<file path="config.mk">
export PLATFORM = sky130hd
export DESIGN_NAME = clk_ratio_sequencer
export DESIGN_NICKNAME = d
export VERILOG_FILES = /design/src/rtl/clkseq_pkg.sv /design/src/rtl/seq_step_planner.sv /design/src/rtl/seq_wait_timer.sv /design/src/rtl/clk_ratio_sequencer.sv
export SDC_FILE = /design/constraint.sdc
export NUM_CORES = 1
export LEC_CHECK = 0
export BUFFER_PORTS_ARGS = -buffer_cell sky130_fd_sc_hd__buf_2
export CORE_MARGIN = 4
export CORE_UTILIZATION = 53
export CTS_BUF_LIST = sky130_fd_sc_hd__clkbuf_4
export CTS_CLUSTER_SIZE = 16
export DETAILED_ROUTE_END_ITERATION = 7
export MAX_ROUTING_LAYER = met4
export PLACE_DENSITY_LB_ADDON = 0.2
export SYNTH_ARGS = -nofsm -noshare
export SYNTH_HDL_FRONTEND = slang
export SYNTH_SLANG_ARGS = --single-unit
export TNS_END_PERCENT = 1
</file>
<file path="constraint.sdc">
create_clock -name clk -period 4.9 [get_ports clk]
set_input_delay 0.49 -clock clk [delete_from_list [all_inputs] [get_ports clk]]
set_output_delay 0.49 -clock clk [all_outputs]
set_load 0.02 [all_outputs]
</file>
<file path="src/rtl/clkseq_pkg.sv">
`timescale 1ns/1ps
package clkseq_pkg;
  localparam int NUM_RATIOS = 5;
  localparam int IDX_W      = 3;
  localparam int MODE_W     = 3;
  localparam int RCNT_W     = 7;
  localparam int MCTL_W     = 17;
  localparam int RCNT_LSB   = 8;
  localparam int SREF_BIT   = 16;
  localparam int RCNT_MAX   = (1 << RCNT_W) - 1;

  typedef enum logic [3:0] {
    ST_IDLE, ST_PLAN, ST_SR_CLR, ST_REFR, ST_DRAIN,
    ST_WMODE, ST_LOCK, ST_SR_SET, ST_LEG_END
  } seq_state_e;

  function automatic logic [3:0] ratio_of(input logic [IDX_W-1:0] idx);
    case (idx)
      3'd0:    return 4'd1;
      3'd1:    return 4'd2;
      3'd2:    return 4'd4;
      3'd3:    return 4'd6;
      default: return 4'd8;
    endcase
  endfunction

  function automatic logic [MODE_W-1:0] mode_of(input logic [IDX_W-1:0] idx);
    case (idx)
      3'd0:    return 3'b000;
      3'd1:    return 3'b001;
      3'd2:    return 3'b011;
      3'd3:    return 3'b010;
      default: return 3'b100;
    endcase
  endfunction

  function automatic logic [NUM_RATIOS*RCNT_W-1:0] refresh_table(input longint base_hz);
    logic [NUM_RATIOS*RCNT_W-1:0] t;
    longint c;
    t = '0;
    for (int i = 0; i < NUM_RATIOS; i++) begin
      c = (base_hz * 64'sd7800) /
          (64'sd64 * longint'(ratio_of(IDX_W'(i))) * 64'sd1000000000);
      if (c > longint'(RCNT_MAX)) c = longint'(RCNT_MAX);
      t[i*RCNT_W +: RCNT_W] = RCNT_W'(c);
    end
    return t;
  endfunction
endpackage

</file>
<file path="src/rtl/seq_step_planner.sv">
`timescale 1ns/1ps
module seq_step_planner
  import clkseq_pkg::*;
(
  input  logic [IDX_W-1:0] cur_idx_i,
  input  logic [IDX_W-1:0] final_idx_i,
  output logic [IDX_W-1:0] leg_idx_o,
  output logic             slow_o,
  output logic             sr_clr_o,
  output logic             sr_set_o
);
  logic through_div2;

  always_comb begin
    through_div2 = (cur_idx_i == 3'd0 && final_idx_i > 3'd1) ||
                   (cur_idx_i > 3'd1 && final_idx_i == 3'd0);
    leg_idx_o    = through_div2 ? 3'd1 : final_idx_i;
    slow_o       = leg_idx_o > cur_idx_i;
    sr_clr_o     = (cur_idx_i == 3'd1) && (leg_idx_o == 3'd0);
    sr_set_o     = (cur_idx_i == 3'd0) && (leg_idx_o == 3'd1);
  end
endmodule

</file>
<file path="src/rtl/seq_wait_timer.sv">
`timescale 1ns/1ps
module seq_wait_timer #(
  parameter int W = 8
) (
  input  logic         clk,
  input  logic         rst,
  input  logic         load_i,
  input  logic [W-1:0] load_val_i,
  output logic         expired_o
);
  logic [W-1:0] cnt_q;

  always_ff @(posedge clk) begin
    if (rst)              cnt_q <= '0;
    else if (load_i)      cnt_q <= load_val_i;
    else if (cnt_q != '0) cnt_q <= cnt_q - 1'b1;
  end

  assign expired_o = (cnt_q == '0);
endmodule

</file>
<file path="src/rtl/clk_ratio_sequencer.sv">
`timescale 1ns/1ps
module clk_ratio_sequencer
  import clkseq_pkg::*;
#(
  parameter longint BASE_CLK_HZ  = 500_000_000,
  parameter int     LOCK_CYCLES  = 16,
  parameter int     DRAIN_MARGIN = 4
) (
  input  logic              clk,
  input  logic              rst,
  input  logic              start_i,
  input  logic [IDX_W-1:0]  target_i,
  output logic              busy_o,
  output logic              done_o,
  output logic [MODE_W-1:0] div_mode_o,
  output logic [MCTL_W-1:0] mem_ctl_o
);
  localparam logic [NUM_RATIOS*RCNT_W-1:0] RCNT_TBL = refresh_table(BASE_CLK_HZ);
  localparam int DRAIN_MAX = 64 * 2 * RCNT_MAX * 8 + DRAIN_MARGIN;
  localparam int TMR_W     = $clog2(DRAIN_MAX + LOCK_CYCLES + 1);

  seq_state_e        state_q;
  logic [IDX_W-1:0]  cur_idx_q, final_idx_q, leg_idx_q;
  logic              slow_q, sr_set_q, sref_q, busy_q, done_q;
  logic [RCNT_W-1:0] refr_q;
  logic [MODE_W-1:0] mode_q;

  logic [IDX_W-1:0]  plan_leg;
  logic              plan_slow, plan_sr_clr, plan_sr_set;
  logic [RCNT_W-1:0] leg_cnt;
  logic [TMR_W-1:0]  drain_len, tmr_val;
  logic              tmr_load, tmr_expired;

  seq_step_planner u_plan (
    .cur_idx_i   (cur_idx_q),
    .final_idx_i (final_idx_q),
    .leg_idx_o   (plan_leg),
    .slow_o      (plan_slow),
    .sr_clr_o    (plan_sr_clr),
    .sr_set_o    (plan_sr_set)
  );

  seq_wait_timer #(.W(TMR_W)) u_tmr (
    .clk        (clk),
    .rst        (rst),
    .load_i     (tmr_load),
    .load_val_i (tmr_val),
    .expired_o  (tmr_expired)
  );

  // Count for the leg being executed, drain length uses the ratio still in force.
  assign leg_cnt   = RCNT_TBL[int'(leg_idx_q)*RCNT_W +: RCNT_W];
  assign drain_len = TMR_W'(64 * (int'(refr_q) + int'(leg_cnt)) *
                     int'(ratio_of(cur_idx_q)) + DRAIN_MARGIN);

  always_comb begin
    tmr_load = 1'b0;
    tmr_val  = drain_len;
    if (state_q == ST_REFR && slow_q && !sref_q) begin
      tmr_load = 1'b1;
    end else if (state_q == ST_WMODE) begin
      tmr_load = 1'b1;
      tmr_val  = TMR_W'(LOCK_CYCLES);
    end
  end

  always_ff @(posedge clk) begin
    if (rst) begin
      state_q     <= ST_IDLE;
      cur_idx_q   <= '0;
      final_idx_q <= '0;
      leg_idx_q   <= '0;
      slow_q      <= 1'b0;
      sr_set_q    <= 1'b0;
      sref_q      <= 1'b0;
      refr_q      <= RCNT_TBL[RCNT_W-1:0];
      mode_q      <= mode_of(3'd0);
      busy_q      <= 1'b0;
      done_q      <= 1'b0;
    end else begin
      done_q <= 1'b0;
      case (state_q)
        ST_IDLE: begin
          if (start_i && (int'(target_i) < NUM_RATIOS)) begin
            if (target_i == cur_idx_q) begin
              done_q <= 1'b1;
            end else begin
              final_idx_q <= target_i;
              busy_q      <= 1'b1;
              state_q     <= ST_PLAN;
            end
          end
        end
        ST_PLAN: begin
          leg_idx_q <= plan_leg;
          slow_q    <= plan_slow;
          sr_set_q  <= plan_sr_set;
          if (plan_sr_clr)    state_q <= ST_SR_CLR;
          else if (plan_slow) state_q <= ST_REFR;
          else                state_q <= ST_WMODE;
        end
        ST_SR_CLR: begin
          sref_q  <= 1'b0;
          state_q <= ST_WMODE;
        end
        ST_REFR: begin
          refr_q <= leg_cnt;
          if (!slow_q)     state_q <= ST_LEG_END;
          else if (!sref_q) state_q <= ST_DRAIN;
          else             state_q <= ST_WMODE;
        end
        ST_DRAIN: begin
          if (tmr_expired) state_q <= ST_WMODE;
        end
        ST_WMODE: begin
          mode_q    <= mode_of(leg_idx_q);
          cur_idx_q <= leg_idx_q;
          state_q   <= ST_LOCK;
        end
        ST_LOCK: begin
          if (tmr_expired) begin
            if (!slow_q)       state_q <= ST_REFR;
            else if (sr_set_q) state_q <= ST_SR_SET;
            else               state_q <= ST_LEG_END;
          end
        end
        ST_SR_SET: begin
          sref_q  <= 1'b1;
          state_q <= ST_LEG_END;
        end
        ST_LEG_END: begin
          if (cur_idx_q == final_idx_q) begin
            busy_q  <= 1'b0;
            done_q  <= 1'b1;
            state_q <= ST_IDLE;
          end else begin
            state_q <= ST_PLAN;
          end
        end
        default: state_q <= ST_IDLE;
      endcase
    end
  end

  assign busy_o     = busy_q;
  assign done_o     = done_q;
  assign div_mode_o = mode_q;
  assign mem_ctl_o  = {sref_q, 1'b0, refr_q, {RCNT_LSB{1'b0}}};
endmodule

</file>
==> After elaboration in Yosys (flattened, before gate mapping) <==
Cells that the tools add are included.
W data, S select, Z words.
{ "word_totals": {"ff_bits": 45, "in_bits": 6, "word_cells": 97} }
{ "classes": {"muxes": 30, "bitwise_logic": 1, "n_shift": 1, "eq_ne": 22, "n_mul": 2, "add_sub_neg": 3, "magnitude_cmp": 4, "reduce_logical": 22} }
{ "op_table": {"columns": ["op", "n"], "rows": [
  ["$mux W17", 4],
  ["$pmux W4 S9", 1],
  ["$shiftx A35 B7 Y7 const A", 1],
  ["$mux W4", 7],
  ["$add A17 B3 Y17 const B", 1],
  ["$logic_not A17 Y1", 1],
  ["$reduce_bool A17 Y1", 1],
  ["$sub A17 B1 Y17 const B", 1],
  ["$eq A4 B3 Y1 const B", 4],
  ["$pmux W4 S4", 1],
  ["$eq A3 B2 Y1 const B", 4],
  ["$logic_not A3 Y1", 4],
  ["$pmux W3 S4", 1],
  ["$mul A8 B4 Y11", 1],
  ["$mux W1", 10],
  ["$ne A2 B2 Y1 const B", 5],
  ["$eq A3 B1 Y1 const B", 3],
  ["$mux W3", 3],
  ["$add A7 B7 Y8", 1],
  ["$eq A4 B2 Y1 const B", 2],
  ["$reduce_and A4 Y1", 2],
  ["$logic_and A1 B1 Y1", 7],
  ["$eq A3 B3 Y1", 2],
  ["$gt A3 B1 Y1 const B", 2],
  ["other kinds (12)", 16]
]} }

==> Logic depth before layout (Yosys ltp) <==
Gate-level depths: netlist (run 1).
{ "logic_depth": {"depth_word": 8, "mapped_depth": 21} }

==> Hierarchy <==
From an unflattened synthesis (run 1), not the netlist that was laid out.
{ "unflattened": {"hier_cells": 488, "area_unflattened_um2": 3814.9} }
{ "modules_own_cells": {"columns": ["module", "instances", "seq_area_each_um2", "cells_per_inst", "area_per_inst_um2"], "rows": [
  ["clk_ratio_sequencer", 1, 540.5, 355, 2750.1],
  ["seq_wait_timer", 1, 340.3, 112, 930.9],
  ["seq_step_planner", 1, 0.0, 21, 133.9]
]} }

==> Worst setup path before layout (run 1) <==
No wires, ideal clock.
{ "synth_path": {"path_type": "register -> register", "startpoint": "register leg_idx_q[1]", "endpoint": "register u_tmr.cnt_q[13]", "setup_time_ns": 0.118, "setup_slack_ns": 0.585, "stages_incl_launch_ff": 22, "t_arrival_ns": 4.198, "cell_sequence": "dfxtp_1 clkbuf_1 xnor2_1 nor2_1 ha_1 inv_1 fa_1 nor2b_1 o21ai_0 nand2_1 xnor2_1 nor2_1 fa_1 inv_1 fa_1 inv_1 ha_1 a21oi_1 nand2_1 or3_1 a32oi_1 nor2_1"} }
{ "synth_between": {"elab_chain_len": 8} }
{ "synth_lines": {"columns": ["item", "line", "text"], "rows": [
  ["start: declaration", "clk_ratio_sequencer.sv:23", "logic [IDX_W-1:0] cur_idx_q, final_idx_q, leg_idx_q;"],
  ["start signal: assignment", "clk_ratio_sequencer.sv:95", "leg_idx_q <= plan_leg;"],
  ["$mul A3 B3 Y6 *", "clk_ratio_sequencer.sv:52", "assign leg_cnt = RCNT_TBL[int'(leg_idx_q)*RCNT_W +: RCNT_W];"],
  ["$shiftx A35 B7 Y7 *", "clk_ratio_sequencer.sv:52", null],
  ["net leg_cnt[0]", "clk_ratio_sequencer.sv:30", "logic [RCNT_W-1:0] leg_cnt;"],
  ["$add A7 B7 Y8 *", "clk_ratio_sequencer.sv:53", "assign drain_len = TMR_W'(64 * (int'(refr_q) + int'(leg_cnt)) *"],
  ["$mul A8 B4 Y11 *", "clk_ratio_sequencer.sv:53", null],
  ["$add A17 B3 Y17 *", "clk_ratio_sequencer.sv:54", "int'(ratio_of(cur_idx_q)) + DRAIN_MARGIN);"],
  ["$mux W17", "clk_ratio_sequencer.sv:61", "end else if (state_q == ST_WMODE) begin"],
  ["$mux W17 *", "clk_ratio_sequencer.sv:59", "if (state_q == ST_REFR && slow_q && !sref_q) begin"],
  ["$mux W17 *", "seq_wait_timer.sv:15", "else if (load_i) cnt_q <= load_val_i;"],
  ["end signal: assignment", "seq_wait_timer.sv:15", null],
  ["end signal: assignment", "seq_wait_timer.sv:16", "else if (cnt_q != '0) cnt_q <= cnt_q - 1'b1;"],
  ["end: declaration", "seq_wait_timer.sv:11", "logic [W-1:0] cnt_q;"]
]} }
The timed path passes the listed nets; every way through them passes the cells marked *.
A chain may end at the register's enable or synchronous reset.

==> Final worst setup path (run 1) <==
{ "layout_path": {"startpoint": "register leg_idx_q[1]", "endpoint": "register u_tmr.cnt_q[15]"} }
Same word-level chain as after synthesis.

==> out/qor.csv, run 1 <==
metric,value,unit
outcome,finished clean,
most common flop cell mapped by yosys,dfxtp_1,
Arrival @ worst endpoint,4.77,ns
Gate Count Post-Synth,474,
# DRC,0,
Routed WL,8160,um
largest family of logic cells by synthesized area,simple AND/OR/NAND/NOR gates,
Final Cycle Share,91.1,%
post-synth cell types,61,
Crit Reg-Reg Endpoint,u_tmr.cnt_q[15],
"FFs w/ async S/R, synth",0,%
initial antenna violation count,0,
Final Wtd Congestion,0.881,
Buffers on Ports,17,
Crit path required time,5.21,ns
Static Leak,0.00158,uW
CTS tree,yes,
actual slew at the worst max-slew pin,0.939,ns
clk sink count,44,
Placeable Area,0.00676,mm2
Die Y,91.2,um
Post CTS Setup Buffer Count,0,
Via density,5.74,
Post-DP Area,0.00372,mm2
DR pass1 iterations,7,
CTS root buffer,clkbuf_4,
DR vias,3199,
Peak supply drop,0.000149,V
reg2reg setup slack,0.44,ns
most common cell in the synthesized netlist,nor2_1,
CTS H-tree depth,2,
critical path startpoint category,register,
Ys Warns,0,
CTS Buf Count,5,
Hold Path End,final_idx_q[0],
fin nets,519,
die width,91.2,um
min Tclk post-route,4.46,ns
Worst Setup Path Type,reg2reg,
Storage cell area,890,um2
max frequency,224,MHz
deepest clock path buffer count,2,
"Clk Latency, worst-skew pair",0.36,ns
fraction of layout cells with a size suffix above 1,8.81,%
GRT overflow,0,
# setup viols final,0,
DR iter-0 viols,247,
Antenna Nets Post-Route,0,
number of cells on the worst reg-to-reg path,17,
Place WS,0.266,ns
Worst Hold Depth,3,
number of global-route vias before repair,3004,
placed insts,549,
Hold Crit Start,target_i[0],
Top Ports,28,
GRT Total Usage,21.1,%
global-route wire length before repair,14300,um
unrepaired setup endpoints after global routing,false,
Post-Synth XOR/XNOR Area,5.01,%
largest net degree at the start of global routing,36,
Slew headroom,37.4,%
PD cells,377,mW/mm2
Post-Synth Simple-Gate Area,26.6,%
skew final,0.0118,ns
post_cts resized,0,
cell taking the most area after synthesis,dfxtp_1,
row count,30,
"Slew Viols, Final",0,
sequential fraction of the synthesis area,24.0,%
Layout fillers,632,
post-synthesis mux area share,1.36,%
Synth Cell Area,0.00367,mm2
largest fanout on the critical path,10,
initial core utilization,54.3,%
Final Hold Fails,0,
syn_area_per_cell,7.74,um2
area occupied by multi-input gates,0.00251,mm2
Final Instance Area,0.00379,mm2
# diodes,0,
final core utilization,56.1,%
Adder-Cell Fraction of Synth Area,15.3,%
Max Cap Viol,0,
worst r2r src,leg_idx_q[1],
number of synthesized flops with an enable pin,0,
Synth Area in Compound Gates,18.6,%
Wirelength per Cell,14.6,um
post-synth top area share,24.0,%
Syn-to-layout area delta,3.31,%
cts-stage hold buffer count,0,
"top cells by area, synth","dfxtp_1 (24%), ha_1 (8.2%), fa_1 (7.1%)",
clock-pin slew on the worst setup and hold paths,0.14,ns
hpwl dp,6260,um
final setup margin,0.438,ns
crit end category,register,
die footprint,0.00832,mm2
#FFs+latches synth,44,
Hold Crit Class,in2reg,
fin cells,557,
setup_tns,0,ns
commonest cells in the synthesized netlist,"nor2_1 (54), nand2_1 (47), dfxtp_1 (44)",
area by class of cell:
class / count / share of cell area, %
Timing Repair Buffer: 19 / 2.64
Sequential cell: 44 / 23.5
Inverter: 36 / 3.56
Tap cell: 80 / 2.64
Clock inverter: 3 / 0.495
Clock buffer: 5 / 0.990
Multi-Input combinational cell: 370 / 66.2
per-stage QoR:
| step | hold WS [ns] | power [uW] |
|---|---|---|
| after floorplan | 0.452 | 1110 |
| after global placement | 0.440 | 1230 |
| after detailed placement | 0.457 | 1240 |
| after CTS | 0.398 | 1430 |
| after global routing | 0.408 | 1560 |
| final | 0.404 | 1430 |
routing by layer:
metal / global-route usage (%) / up-vias / share of wire (%) / wire, um
met4: 3.39 / 0 / 0.74 / 60
met5: - / - / 0 / 0
li1: - / 1621 / - / -
met3: 3.40 / 4 / 5.4 / 439
met2: 34.3 / 86 / 48 / 3930
met1: 28.3 / 1488 / 46 / 3730
cell usage in the layout, fill, tap and decap left out, types with 7 or more instances in the layout:
cell,count
ha_1,24
dfxtp_1,41
inv_1,35
nor2_1,54
or3_1,10
xnor2_1,13
nand3_1,10
nor2b_1,10
a21oi_1,30
buf_2,17
nor3_1,16
conb_1,13
and2_1,7
xor2_1,8
o21ai_0,22
fa_1,13
nand2_1,47
nand2b_1,8
power breakdown:
| group | internal [uW] | total, uW | switching, uW |
|---|---|---|---|
| Combinational | 293 | 717 | 423 |
| Sequential | 433 | 533 | 99.2 |
| Clock | 55.4 | 182 | 126 |
| Total | 782 | 1430 | 649 |
state kept, by name (all words and copies together) (netlist names):
name         cells
cur_idx_q        3
final_idx_q      3
busy_o           1
refr_q           6
div_mode_o       3
slow_q           1
sref_q           1
done_o           1
sr_set_q         1
u_tmr.cnt_q     17
state_q          4
leg_idx_q        3
kinds of logic after synthesis:
kind of cell / count (synthesis)
buffers and inverters: 71
XOR/XNOR: 21
AND/OR/NAND/NOR: 190
adder cells (fa/ha/maj): 37
AO/OA/AOI/OAI: 104
flip-flops: 44
other: 2
multiplexers: 5
critical path, stage by stage, from the launching register on:
cell,delay [ns]
dfxtp_4,0.41
nor3_2,0.30
nor2_1,0.13
ha_1,0.29
a21o_1,0.17
a21oi_1,0.26
xnor2_1,0.26
nor2_1,0.12
fa_1,0.55
inv_1,0.05
fa_1,0.52
inv_1,0.04
ha_1,0.33
nand2_1,0.11
nor3b_1,0.21
o21ai_0,0.18
o41a_1,0.34
a31oi_1,0.15
worst max-delay path by stage:
stage / start / to / cells after the start / slack (ns)
after detailed placement: leg_idx_q[1] / u_tmr.cnt_q[13] / 18 / 0.27
after global routing: leg_idx_q[1] / u_tmr.cnt_q[15] / 20 / 0.05
final: leg_idx_q[1] / u_tmr.cnt_q[15] / 17 / 0.44
after CTS: leg_idx_q[1] / u_tmr.cnt_q[15] / 18 / 0.25
after floorplan: leg_idx_q[1] / u_tmr.cnt_q[13] / 21 / 0.58
after global placement: leg_idx_q[1] / u_tmr.cnt_q[13] / 18 / 0.49
(Power assumes the default switching activity.)
==> run 2, diff against run 1 <==
Settings changed: PLACE_DENSITY from default to 0.78, PLACE_DENSITY_LB_ADDON 0.2 to default.
==> out/qor.csv, run 2 (synthesis results as in run 1) <==
metric,value,unit,change
"commonest non-fill, non-tap cell in the layout",nor2_1,,
Crit path required time,5.15,ns,-0.06 ns
fin cells,556,,-0.18%
CTS Buf Count,5,,unchanged
Die Y,91.2,um,unchanged
Placeable Area,0.00676,mm2,unchanged
"Slew Viols, Final",0,,unchanged
clock group share of total power,12.5,%,-0.2 points
final core utilization,55.9,%,-0.19 points
P_int,785,uW,+0.42%
largest net degree at the start of global routing,36,,unchanged
Worst Hold Depth,3,,unchanged
Hold Path End,final_idx_q[1],,
Hold Crit Class,in2reg,,
Routed WL,7990,um,-2.1%
clk sink count,44,,unchanged
Largest register FFs,17,,unchanged
Top Ports,28,,unchanged
area occupied by multi-input gates,0.00251,mm2,unchanged
Final Wtd Congestion,0.879,,-0.29%
most frequent cells in the layout,"nor2_1 (54), nand2_1 (47), dfxtp_1 (42)",,
die footprint,0.00832,mm2,unchanged
max frequency,221,MHz,-1.3%
Max Cap Viol,0,,unchanged
Comb power frac,50.1,%,about the same
skew final,0.00927,ns,-0.00249 ns
PD cells,374,mW/mm2,-0.81%
die width,91.2,um,unchanged
"Clk Latency, worst-skew pair",0.36,ns,about the same
number of cells on the worst reg-to-reg path,18,,+1
unrepaired setup endpoints after global routing,false,,
Flop pwr share,37.5,%,+0.3 points
Static Leak,0.00157,uW,-0.28%
hold slack,0.405,ns,+0.00111 ns
outcome,finished clean,,
initial antenna violation count,0,,unchanged
switching part of the total power,44.5,%,-0.86 points
Arrival @ worst endpoint,4.77,ns,about the same
CTS tree,yes,,
global-route wire length before repair,13800,um,-3.6%
Antenna Nets Post-Route,0,,unchanged
placed insts,549,,unchanged
actual slew at the worst max-slew pin,0.909,ns,-0.0305 ns
Crit Reg-Reg Endpoint,u_tmr.cnt_q[13],,
worst r2r src,leg_idx_q[0],,
DR vias,3263,,+2.0%
CTS H-tree depth,2,,unchanged
Final Hold Fails,0,,unchanged
Final Cycle Share,92.2,%,+1.2 points
Largest Register,u_tmr.cnt_q,,
initial core utilization,54.3,%,unchanged
crit path from,leg_idx_q[0],,
deepest clock path buffer count,2,,unchanged
Regs by FF count,"u_tmr.cnt_q: 17 flops, refr_q: 6 flops, state_q: 4 flops",,
critical path startpoint category,register,,
crit end category,register,,
Wirelength per Cell,14.4,um,-1.9%
largest fanout on the critical path,8,,-2
min Tclk post-route,4.52,ns,+0.0583 ns
CTS root buffer,clkbuf_4,,
row count,30,,unchanged
Layout fillers,645,,+2.1%
Peak supply drop,0.000217,V,+46%
hpwl dp,6180,um,-1.2%
Via density,5.87,,+2.2%
fin nets,519,,unchanged
fraction of layout cells with a size suffix above 1,8.40,%,-0.40 points
Buffers on Ports,17,,unchanged
DR pass1 iterations,5,,-2
Hold Crit Start,target_i[1],,
Syn-to-layout area delta,2.97,%,
Slew headroom,39.4,%,+2.0 points
Storage cell area,883,um2,-0.70%
GRT Total Usage,20.1,%,-0.98 points
number of global-route vias before repair,3050,,+1.5%
# diodes,0,,unchanged
setup_tns,0,ns,unchanged
Tot Pwr,1410,uW,-1.1%
GRT overflow,0,,unchanged
# DRC,0,,unchanged
reg2reg setup slack,0.38,ns,-0.06 ns
# setup viols final,0,,unchanged
clock-pin slew on the worst setup and hold paths,0.13,ns,about the same
DR iter-0 viols,203,,-18%
Psw,629,uW,-3.0%
Post CTS Setup Buffer Count,0,,unchanged
Worst Setup Path Type,reg2reg,,
## run 2: per-layer routing
metal | GRT usage (%) | vias to the layer above | wire length, um
li1 | - | 1632 | -
met1 | 25.7 | 1532 | 3730
met2 | 33.6 | 80 | 3800
met3 | 2.65 | 19 | 311
met4 | 5.28 | 0 | 146
met5 | - | - | 0
## run 2: layout make-up
class / instances / share of cell area (%)
Clock buffer: 6 / 1.19
Clock inverter: 1 / 0.132
Inverter: 36 / 3.57
Multi-Input combinational cell: 370 / 66.4
Sequential cell: 44 / 23.4
Tap cell: 80 / 2.65
Timing Repair Buffer: 19 / 2.65
## run 2: worst max-delay path by stage
stage	endpoint	slack, ns	cells after the start
floorplan	u_tmr.cnt_q[13]	0.58	21
global placement	u_tmr.cnt_q[13]	0.50	18
detailed placement	u_tmr.cnt_q[13]	0.24	18
CTS	u_tmr.cnt_q[15]	0.22	18
global route	u_tmr.cnt_q[13]	0.02	20
finish	u_tmr.cnt_q[13]	0.38	18
## run 2: repair_timing
| item | 4_1_cts | 5_1_grt |
|---|---|---|
| hold buffers | 0 | 0 |
| endpoints found under the setup margin | 0 | 4 |
| gates resized for setup | 0 | 5 |
## run 2: stage by stage
| step | worst slack (ns) | instance area (um2) |
|---|---|---|
| after floorplan | 0.585 | 3710 |
| after global placement | 0.501 | 3720 |
| final | 0.380 | 3780 |
| after global routing | 0.0220 | 3780 |
| after detailed placement | 0.242 | 3720 |
| after CTS | 0.216 | 3770 |
## run 2: worst max-delay path: stages (launching register included)
cell	delay, ns
dfxtp_1	0.50
a21o_1	0.15
o21ai_0	0.14
ha_1	0.36
nor2b_1	0.14
o21ai_0	0.18
nand2_1	0.10
xnor2_1	0.28
nor2_1	0.10
fa_1	0.51
inv_1	0.05
fa_1	0.53
inv_1	0.04
ha_1	0.33
a21oi_1	0.26
nand2_1	0.12
or3_1	0.36
a32oi_1	0.20
nor2_1	0.05
## run 2: power by group through the flow
| stage | registers [uW] | clock network [uW] | logic (uW) |
|---|---|---|---|
| floorplan | 502 | 0 | 608 |
| global placement | 533 | 0 | 686 |
| detailed placement | 536 | 0 | 699 |
| CTS | 528 | 179 | 703 |
| global route | 543 | 190 | 793 |
| finish | 530 | 176 | 708 |
==> run 3, diff against run 2 <==
Settings changed: SYNTH_HIERARCHICAL from default to 1.
==> out/qor.csv, run 3 <==
metric,value,unit,change
crit end category,register,,
largest fanout on the critical path,7,,-1
Post CTS Setup Buffer Count,0,,unchanged
Hold Crit Class,in2reg,,
Arrival @ worst endpoint,4.91,ns,+0.14 ns
"Critical Path, Cell by Cell",o21a_1 -> nor2_1 -> inv_1 -> fa_1 -> or2_2 -> fa_1 -> inv_1 -> fa_1 -> fa_1 -> a211oi_1 -> o21ai_0 -> a31oi_1 -> mux2i_1 -> a32o_1,,
post-synth cell types,73,,+20%
"FFs w/ async S/R, synth",0,%,unchanged
Largest Register,u_tmr/cnt_q,,
most common cell in the synthesized netlist,nor2_1,,
max incr delay on CP,0.54,ns,about the same
Peak supply drop,0.000242,V,+11%
DR pass1 iterations,4,,-1
Largest register FFs,17,,unchanged
critical path startpoint category,register,,
hpwl dp,6460,um,+4.5%
Layout fillers,647,,+0.31%
area occupied by multi-input gates,0.00270,mm2,+7.5%
clk sink count,44,,unchanged
commonest cells in the synthesized netlist,"nor2_1 (48), dfxtp_1 (44), nand2_1 (41)",,
#FFs+latches synth,44,,unchanged
# DRC,0,,unchanged
# setup viols final,0,,unchanged
Crit Reg-Reg Endpoint,u_tmr/cnt_q[16],,
Via density,5.65,,-3.7%
Final Hold Fails,0,,unchanged
reg2reg setup slack,0.30,ns,-0.08 ns
global-route wire length before repair,14400,um,+4.6%
Buffers on Ports,17,,unchanged
crit-path most repeated cell,fa_1,,
most frequent cells in the layout,"nor2_1 (48), dfxtp_1 (42), nand2_1 (41)",,
skew final,0.0116,ns,+0.00230 ns
number of synthesized flops with an enable pin,0,,unchanged
post-synth top area share,23.1,%,-0.91 points
outcome,finished clean,,
CTS root buffer,clkbuf_4,,
Top Ports,28,,unchanged
row count,30,,unchanged
Post-DP Area,0.00393,mm2,+5.6%
largest net degree at the start of global routing,37,,+2.8%
Antenna Nets Post-Route,0,,unchanged
max frequency,218,MHz,-1.6%
"commonest non-fill, non-tap cell in the layout",nor2_1,,
CTS H-tree depth,2,,unchanged
number of cells on the worst reg-to-reg path,14,,-4
Final Cycle Share,93.8,%,+1.5 points
Hold Path End,final_idx_q[2],,
number of global-route vias before repair,3138,,+2.9%
post_cts resized,0,,unchanged
Crit path required time,5.21,ns,+0.06 ns
Regs by FF count,"u_tmr/cnt_q: 17 flops, refr_q: 6 flops, state_q: 4 flops",,
Syn-to-layout area delta,5.84,%,
cts-stage hold buffer count,0,,unchanged
initial antenna violation count,0,,unchanged
Static Leak,0.00165,uW,+5.2%
syn_area_per_cell,7.82,um2,+0.94%
deepest clock path buffer count,2,,unchanged
Gate Count Post-Synth,488,,+3.0%
"top cells by area, synth","dfxtp_1 (23%), ha_1 (7.9%), fa_1 (6.8%)",,
Tot Pwr,1430,uW,+1.1%
fin nets,539,,+3.9%
Max Cap Viol,0,,unchanged
Hold Crit Start,target_i[2],,
CTS Buf Count,5,,unchanged
"Slew Viols, Final",0,,unchanged
sequential fraction of the synthesis area,23.1,%,-0.91 points
Ys Warns,6,,+6
die footprint,0.00862,mm2,+3.6%
GRT Total Usage,20.7,%,+0.62 points
worst r2r src,leg_idx_q[0],,
Storage cell area,883,um2,unchanged
PD cells,354,mW/mm2,-5.4%
Wirelength per Cell,14.1,um,-1.7%
clock-pin slew on the worst setup and hold paths,0.15,ns,+0.02 ns
Synth Cell Area,0.00381,mm2,+3.9%
fraction of layout cells with a size suffix above 1,11.1,%,+2.7 points
GRT overflow,0,,unchanged
"slowest stage cell, crit path",fa_1,,
initial core utilization,55.2,%,+0.90 points
Die Y,92.8,um,+1.8%
cell taking the most area after synthesis,dfxtp_1,,
min Tclk post-route,4.60,ns,+0.0756 ns
DR vias,3350,,+2.7%
Worst Hold Depth,3,,unchanged
Final Instance Area,0.00404,mm2,+6.8%
DR iter-0 viols,223,,+9.9%
Slew headroom,43.6,%,+4.2 points
CTS tree,yes,,
# diodes,0,,unchanged
Worst Setup Path Type,reg2reg,,
"Clk Latency, worst-skew pair",0.36,ns,about the same
Final Wtd Congestion,0.886,,+0.80%
actual slew at the worst max-slew pin,0.844,ns,-0.0650 ns
Routed WL,8380,um,+4.8%
die width,92.8,um,+1.8%
Placeable Area,0.00691,mm2,+2.2%
most common flop cell mapped by yosys,dfxtp_1,,
[run 3: cell count changes after synthesis, moves of 5 or more]
cell	delta
o211ai_1	-5
xnor2_1	+5
mux2i_1	+5
or3_1	-6
nor3_1	+9
nand2_1	-6
nor4_1	+5
o21ai_0	+5
nor2_1	-6
a21oi_1	-8
[run 3: worst max path at each step]
stage / slack (ns) / start / to
finish: 0.30 / leg_idx_q[0] / u_tmr/cnt_q[16]
global route: -0.01 / leg_idx_q[0] / u_tmr/cnt_q[16]
CTS: 0.03 / leg_idx_q[2] / u_tmr/cnt_q[13]
detailed placement: 0.09 / leg_idx_q[2] / u_tmr/cnt_q[13]
global placement: 0.26 / leg_idx_q[2] / u_tmr/cnt_q[13]
floorplan: 0.50 / leg_idx_q[1] / u_tmr/cnt_q[16]
[run 3: final cells by class]
type / instances / area share, %
multi-input combinational: 387 / 66.9
sequential: 44 / 21.9
timing repair buffer: 20 / 2.67
inverter: 38 / 3.53
clock buffer: 5 / 0.930
tap: 96 / 2.97
clock inverter: 3 / 1.15
[run 3: cell families (layout without fill, tap and decap cells)]
logic type      count (synthesis)  after routing  share of synthesized area (%)
compound gates                106            106                           19.5
xor+xnor                       22             22                           5.05
fa+ha+maj                      37             37                           14.7
buf+inv                        72             66                           8.26
flops                          44             44                           23.1
mux                            11             11                           2.92
other cells                     2             17                          0.197
simple gates                  194            194                           26.3
[run 3: report_power, final]
group          switching (uW)  leakage, uW  internal [uW]  total (uW)
clock network             128    0.0000418            109         237
registers                93.2     0.000359            430         523
logic                     374      0.00125            296         670
[run 3: critical path: cells and delay by family, from the launching register on]
kind	cells	cell delay, ns
and+or+nand+nor	2	0.55
DFF	1	0.42
adders and majority gates	4	2.09
buffers and inverters	2	0.14
muxes	1	0.21
AOI/OAI and AO/OA	5	1.14
[run 3: routing by layer]
metal | GRT usage, % | wire (um)
met2 | 34.0 | 4080
met1 | 27.2 | 3950
met4 | 5.25 | 85
met5 | - | 0
met3 | 2.52 | 260
[run 3: per-stage QoR]
stage / hold WS (ns) / std cells / setup slack (ns) / util, % / setup TNS (ns)
2_1_floorplan: 0.476 / 503 / 0.499 / - / 0
3_3_place_gp: 0.468 / 585 / 0.265 / 56.8 / 0
3_5_place_dp: 0.477 / 585 / 0.0932 / 56.8 / 0
4_1_cts: 0.365 / 593 / 0.0274 / 58.1 / 0
5_1_grt: 0.376 / 593 / -0.00957 / 58.5 / -0.0121
6_report: 0.390 / 593 / 0.304 / 58.5 / 0
